--- src/rtl/lps_pkg.sv ---
package lps_pkg;

  // One entry of the two aligned tracks.
  typedef struct packed {
    logic stim;
    logic lvl;
  } track_pair_t;

  localparam int unsigned TRACK_STIM = 0;
  localparam int unsigned TRACK_LVL  = 1;
  localparam int unsigned NUM_TRACKS = 2;

  // Map a requested loop length onto the legal range 1..depth.
  function automatic int unsigned clamp_len(int unsigned req, int unsigned depth);
    if (req == 0)     return 1;
    if (req > depth)  return depth;
    return req;
  endfunction

  // Entry index that follows cur for a loop of the given length.
  function automatic int unsigned next_index(int unsigned cur, int unsigned len);
    if (cur + 1 >= len) return 0;
    return cur + 1;
  endfunction

endpackage

--- src/rtl/lps_track_mem.sv ---
// One-bit-wide track storage, DEPTH entries, one write port, one read port.
module lps_track_mem #(
  parameter int DEPTH = 64,
  parameter int AW    = $clog2(DEPTH)
) (
  input  logic             clk,
  input  logic             rst_n,
  input  logic             we,
  input  logic [AW-1:0]    waddr,
  input  logic             wdata,
  input  logic [AW-1:0]    raddr,
  output logic             rdata,
  output logic [DEPTH-1:0] bits_o
);

  logic [DEPTH-1:0] bits_q;
  logic             addr_ok;

  assign addr_ok = (32'(waddr) < 32'(DEPTH));

  always_ff @(posedge clk or negedge rst_n) begin
    if (!rst_n) begin
      bits_q <= '0;
    end else if (we && addr_ok) begin
      bits_q[waddr] <= wdata;
    end
  end

  assign rdata  = bits_q[raddr];
  assign bits_o = bits_q;

endmodule

--- src/rtl/lps_len_reg.sv ---
// Loop length register, clamped into 1..DEPTH on write.
module lps_len_reg
  import lps_pkg::*;
#(
  parameter int DEPTH = 64,
  parameter int LW    = $clog2(DEPTH + 1)
) (
  input  logic          clk,
  input  logic          rst_n,
  input  logic          we,
  input  logic [LW-1:0] value,
  output logic [LW-1:0] len_o
);

  logic [LW-1:0] len_q;
  logic [LW-1:0] len_legal;

  assign len_legal = LW'(clamp_len(32'(value), 32'(DEPTH)));

  always_ff @(posedge clk or negedge rst_n) begin
    if (!rst_n) begin
      len_q <= LW'(DEPTH);
    end else if (we) begin
      len_q <= len_legal;
    end
  end

  assign len_o = len_q;

endmodule

--- src/rtl/lps_read_ptr.sv ---
// Shared wrapping read index for both tracks.
module lps_read_ptr
  import lps_pkg::*;
#(
  parameter int DEPTH = 64,
  parameter int AW    = $clog2(DEPTH),
  parameter int LW    = $clog2(DEPTH + 1)
) (
  input  logic          clk,
  input  logic          rst_n,
  input  logic          run,
  input  logic [LW-1:0] len,
  output logic [AW-1:0] ptr_o,
  output logic          at_start_o,
  output logic          wrap_o
);

  logic [AW-1:0] ptr_q;
  logic [AW-1:0] ptr_next;

  assign ptr_next   = AW'(next_index(32'(ptr_q), 32'(len)));
  assign at_start_o = (ptr_q == '0);
  assign wrap_o     = run && (ptr_next == '0);

  always_ff @(posedge clk or negedge rst_n) begin
    if (!rst_n) begin
      ptr_q <= '0;
    end else if (!run) begin
      ptr_q <= '0;
    end else begin
      ptr_q <= ptr_next;
    end
  end

  assign ptr_o = ptr_q;

endmodule

--- src/rtl/lps_out_stage.sv ---
// Output register: presents the read entry and the period marker while
// running, holds everything at zero while idle.
module lps_out_stage
  import lps_pkg::*;
(
  input  logic        clk,
  input  logic        rst_n,
  input  logic        run,
  input  track_pair_t pair_in,
  input  logic        at_start,
  output logic        stim_o,
  output logic        lvl_o,
  output logic        mark_o
);

  track_pair_t pair_q;
  logic        mark_q;

  always_ff @(posedge clk or negedge rst_n) begin
    if (!rst_n) begin
      pair_q <= '0;
      mark_q <= 1'b0;
    end else if (run) begin
      pair_q <= pair_in;
      mark_q <= at_start;
    end else begin
      pair_q <= '0;
      mark_q <= 1'b0;
    end
  end

  assign stim_o = pair_q.stim;
  assign lvl_o  = pair_q.lvl;
  assign mark_o = mark_q;

endmodule

--- src/rtl/loop_pattern_store.sv ---
// Two aligned one-bit pattern tracks replayed in a loop of programmable length.
module loop_pattern_store
  import lps_pkg::*;
#(
  parameter int DEPTH = 64,
  localparam int AW   = $clog2(DEPTH),
  localparam int LW   = $clog2(DEPTH + 1)
) (
  input  logic          clk,
  input  logic          rst_n,
  input  logic          run,
  input  logic          load_we,
  input  logic [AW-1:0] load_addr,
  input  logic          load_stim,
  input  logic          load_ref,
  input  logic          len_we,
  input  logic [LW-1:0] len_value,
  output logic          stim_bit,
  output logic          ref_bit,
  output logic          period_start
);

  // Named internal events, visible to the bound checker.
  logic          wr_accept;
  logic          len_accept;
  logic          wrap_evt;
  logic          at_start;
  logic [AW-1:0] rd_ptr;
  logic [LW-1:0] loop_len;

  logic [NUM_TRACKS-1:0] trk_wdata;
  logic [NUM_TRACKS-1:0] trk_rdata;
  logic [DEPTH-1:0]      trk_bits [NUM_TRACKS];
  logic [DEPTH-1:0]      stim_bits;
  logic [DEPTH-1:0]      lvl_bits;
  track_pair_t           rd_pair;

  assign wr_accept  = load_we && !run;
  assign len_accept = len_we && !run;

  assign trk_wdata[TRACK_STIM] = load_stim;
  assign trk_wdata[TRACK_LVL]  = load_ref;

  for (genvar t = 0; t < NUM_TRACKS; t++) begin : g_track
    lps_track_mem #(
      .DEPTH (DEPTH),
      .AW    (AW)
    ) u_mem (
      .clk    (clk),
      .rst_n  (rst_n),
      .we     (wr_accept),
      .waddr  (load_addr),
      .wdata  (trk_wdata[t]),
      .raddr  (rd_ptr),
      .rdata  (trk_rdata[t]),
      .bits_o (trk_bits[t])
    );
  end

  assign stim_bits    = trk_bits[TRACK_STIM];
  assign lvl_bits     = trk_bits[TRACK_LVL];
  assign rd_pair.stim = trk_rdata[TRACK_STIM];
  assign rd_pair.lvl  = trk_rdata[TRACK_LVL];

  lps_len_reg #(
    .DEPTH (DEPTH),
    .LW    (LW)
  ) u_len (
    .clk   (clk),
    .rst_n (rst_n),
    .we    (len_accept),
    .value (len_value),
    .len_o (loop_len)
  );

  lps_read_ptr #(
    .DEPTH (DEPTH),
    .AW    (AW),
    .LW    (LW)
  ) u_ptr (
    .clk        (clk),
    .rst_n      (rst_n),
    .run        (run),
    .len        (loop_len),
    .ptr_o      (rd_ptr),
    .at_start_o (at_start),
    .wrap_o     (wrap_evt)
  );

  lps_out_stage u_out (
    .clk      (clk),
    .rst_n    (rst_n),
    .run      (run),
    .pair_in  (rd_pair),
    .at_start (at_start),
    .stim_o   (stim_bit),
    .lvl_o    (ref_bit),
    .mark_o   (period_start)
  );

endmodule

--- config.mk ---
export PLATFORM = sky130hd
export DESIGN_NAME = loop_pattern_store
export DESIGN_NICKNAME = d
export VERILOG_FILES = /design/src/rtl/lps_pkg.sv /design/src/rtl/lps_track_mem.sv /design/src/rtl/lps_len_reg.sv /design/src/rtl/lps_read_ptr.sv /design/src/rtl/lps_out_stage.sv /design/src/rtl/loop_pattern_store.sv
export SDC_FILE = /design/constraint.sdc
export NUM_CORES = 1
export LEC_CHECK = 0
export BUFFER_PORTS_ARGS = -buffer_cell sky130_fd_sc_hd__buf_4
export CORE_MARGIN = 1.5
export CORE_UTILIZATION = 45
export CTS_BUF_LIST = sky130_fd_sc_hd__clkbuf_2
export DETAILED_ROUTE_END_ITERATION = 12
export HOLD_SLACK_MARGIN = 0.12
export PLACE_DENSITY = 0.68
export SYNTH_ARGS = -nofsm -noshare
export SYNTH_HDL_FRONTEND = slang
export SYNTH_HIERARCHICAL = 1
export SYNTH_SLANG_ARGS = --single-unit
export TNS_END_PERCENT = 20
--- constraint.sdc ---
create_clock -name clk -period 6.3 [get_ports clk]
set_clock_uncertainty 0.1 [all_clocks]
set_input_delay 0.63 -clock clk [delete_from_list [all_inputs] [get_ports clk]]
set_output_delay 0.63 -clock clk [all_outputs]
set_load 0.1 [all_outputs]
==> insert_results.sql <==
INSERT INTO impl_metrics (metric_group, metric, value, unit) VALUES
('power', 'power.density_cell_area', '235.2', 'nW/um2'),
('finish', 'layout-drive-gt1-share', '31.56', '%'),
('power', 'leakage', '3.740', 'nW'),
('placement', 'gpl.final_weighted_congestion', '0.7720', ''),
('worst_setup_path', 'crit_path_start_kind', 'flip-flop', ''),
('worst_setup_path', 'rr_startpoint', 'u_ptr/ptr_o[0]', ''),
('timing', 'report.final.hold_viol_count', '0', ''),
('clock_tree', 'cts.path.max_buffers', '2', ''),
('finish', 'regArea', '3606', 'um2'),
('finish', 'num_antenna_cells', '0', ''),
('power', 'design_power_total', '1.945', 'mW'),
('detailed_routing', 'antenna_violating_nets_post_route', '0', ''),
('floorplanning', 'die_height', '133.3', 'um'),
('floorplanning', 'die_area', '17770', 'um2'),
('clock_tree', 'clock_latency', '0.74', 'ns'),
('finish', 'nNetsFinal', '695', ''),
('finish', 'layout.cells.most_common_list', 'dfrtp_1 (142), mux2_2 (131), nor2_1 (121)', ''),
('clock_tree', 'clkSlewWorstSetupHoldPaths', '0.19', 'ns'),
('timing', 'maxSlewHeadroom', '35.54', '%'),
('clock_tree', 'ctsResizeCount', '0', ''),
('global_route', 'first_global_vias', '5291', ''),
('worst_setup_path', 'critical_path_required', '6.86', 'ns'),
('detailed_routing', 'detail_route.vias_per_cell', '5.688', ''),
('floorplanning', 'floorplan.initialDensity', '46.07', '%'),
('global_route', 'wire_length_of_the_first_global_routing_pass', '27950', 'um'),
('hold_path', 'hold_path.class', 'in2async', ''),
('worst_setup_path', 'setup.reg_to_reg.worst_slack', '3.42', 'ns'),
('worst_setup_path', 'cpLargestDelayFamily', 'multiplexers', ''),
('placement', 'post-dp-hpwl', '10510', 'um'),
('worst_setup_path', 'cp_data_arrival_time', '3.44', 'ns'),
('power', 'max-vdd-ir-drop', '0.1486', 'mV'),
('worst_setup_path', 'crit_buf_inv', '1', ''),
('clock_tree', 'tritoncts_buffers', '17', ''),
('worst_setup_path', 'cp_slowest_stage_delay', '0.65', 'ns'),
('timing', 'post-route-period-util', '45.78', '%'),
('global_route', 'largest_net_degree_at_the_start_of_global_routing', '77', ''),
('worst_setup_path', 'timing.setup.critical_path_class', 'reg2reg', ''),
('run_status', 'status', 'complete, no violations', ''),
('global_route', 'groute.usage.overall', '20.41', '%'),
('synthesis', 'postSynthCellCount', '643', ''),
('detailed_routing', 'drt-initial-drc-count', '387', ''),
('synthesis', 'synth.cell_area', '7640', 'um2'),
('synthesis', 'syn-mean-instance-area', '11.88', 'um2'),
('worst_setup_path', 'r2r.worst_path.cells', '6', ''),
('clock_tree', 'clock_tree.htree_level_count', '4', ''),
('timing', 'rsz0062_at_grt', 'no', ''),
('worst_setup_path', 'endpoint_kind', 'flip-flop', ''),
('timing', 'totalNegativeSetupSlack', '0', 'ns'),
('finish', 'final.fill_count', '1476', ''),
('synthesis', 'postSynthNetCount', '672', ''),
('placement', 'port_buffers', '22', ''),
('worst_setup_path', 'worstPathCellList', 'buf_4, mux4_1, mux4_2, nand2b_1, a32o_1, and2_1', ''),
('floorplanning', 'floorplan.io_pins', '23', ''),
('worst_setup_path', 'worstPathMaxFanout', '37', ''),
('worst_setup_path', 'rr_endpoint', 'u_out/stim_o', ''),
('floorplanning', 'placeableCoreArea', '16580', 'um2'),
('timing', 'final_max_slew_viol_count', '0', ''),
('detailed_routing', 'number_of_vias_after_detailed_routing', '5108', ''),
('global_route', 'grt-ovfl-total', '0', ''),
('floorplanning', 'dieWidth', '133.3', 'um'),
('clock_tree', 'clock-root-buffer', 'clkbuf_2', ''),
('timing', 'fmax', '0.3468', 'GHz'),
('global_route', 'antenna_found_initial', '0', ''),
('flow_run', 'cap_viol_max_count', '0', ''),
('timing', 'finalSetupViolations', '0', ''),
('detailed_routing', 'drc_violations', '0', ''),
('timing', 'final.min_clock_period', '2.884', 'ns'),
('detailed_routing', 'detail_route.wirelength', '17020', 'um'),
('timing', 'worst_slew_pin_slew', '0.9669', 'ns'),
('synthesis', 'synthesis.yosys.warnings', '6', ''),
('clock_tree', 'clkSinkCount', '144', ''),
('finish', 'final_common_cell', 'dfrtp_1', ''),
('clock_tree', 'post_cts.repair.setup_buffers', '0', ''),
('worst_setup_path', 'critical-path-slowest-cell', 'mux4_1', ''),
('detailed_routing', 'number_of_detailed_route_iterations_in_the_first_pass', '5', ''),
('finish', 'multi_input_comb_area', '3782', 'um2'),
('finish', 'layout-area-overhead-vs-synth', '8.238', '%'),
('floorplanning', 'placement_rows', '47', ''),
('detailed_routing', 'wire_per_inst', '18.95', 'um'),
('clock_tree', 'cts_tree', 'yes', '');
[how the worst max path moves through the flow]
stage / start / end / slack [ns] / cells past startpoint
global route: u_ptr/ptr_o[0] / u_out/stim_o / 3.31 / 6
finish: u_ptr/ptr_o[0] / u_out/stim_o / 3.42 / 6
detailed placement: u_ptr/ptr_o[0] / u_out/stim_o / 3.42 / 6
global placement: u_ptr/ptr_o[0] / u_out/stim_o / 3.41 / 6
CTS: u_ptr/ptr_o[0] / u_out/stim_o / 3.42 / 6
floorplan: u_ptr/ptr_o[0] / u_out/stim_o / 4.00 / 7
[registers in the layout, summed over array words and instances (netlist names)]
name and count:
u_out/mark_o 1, u_ptr/ptr_o 6, g_track.u_mem/bits_o 128, u_out/stim_o 1
u_len/len_o 7, u_out/lvl_o 1
[power by group]
| part | switching [mW] | total [mW] | internal [mW] |
|---|---|---|---|
| Sequential | 0.0383 | 1.04 | 1.00 |
| Clock | 0.315 | 0.497 | 0.181 |
| Combinational | 0.220 | 0.406 | 0.186 |
[final cells by class]
cell class,instances,share of cell area [%]
Clock inverter,9,1.120
Timing Repair Buffer,40,4.100
Tap cell,220,3.329
Clock buffer,22,1.332
Sequential cell,144,43.61
Multi-Input combinational cell,446,45.74
Inverter,17,0.7717
[through the flow]
step	util (%)	cells	cell area (um2)	hold WS [ns]	setup slack, ns
after floorplan	-	643	7640	0.2344	3.998
after global placement	47.80	853	7926	0.3798	3.413
after detailed placement	47.80	853	7926	0.3871	3.424
after CTS	49.86	898	8269	0.2987	3.424
after global routing	49.86	898	8269	0.3212	3.309
final	49.86	898	8269	0.3325	3.416
[worst reg2reg max path, stage by stage (launching register included)]
cell,delay (ns)
dfrtp_2,0.38
buf_4,0.55
mux4_1,0.69
mux4_2,0.49
nand2b_1,0.16
a32o_1,0.31
and2_1,0.14
[repair_timing]
item | 4_1_cts | 5_1_grt
hold endpoints to repair | 77 | 0
setup endpoints to repair | 0 | 0
hold buffers | 14 | 0
[metal layers]
layer	up-vias	GRT usage (%)	routed length (um)
met2	140	33.51	8390
li1	2311	-	-
met5	-	0	0
met1	2627	27.06	7415
met3	30	4.072	896
met4	0	7.367	313
No activity file was read; power rests on OpenSTA's default activity.
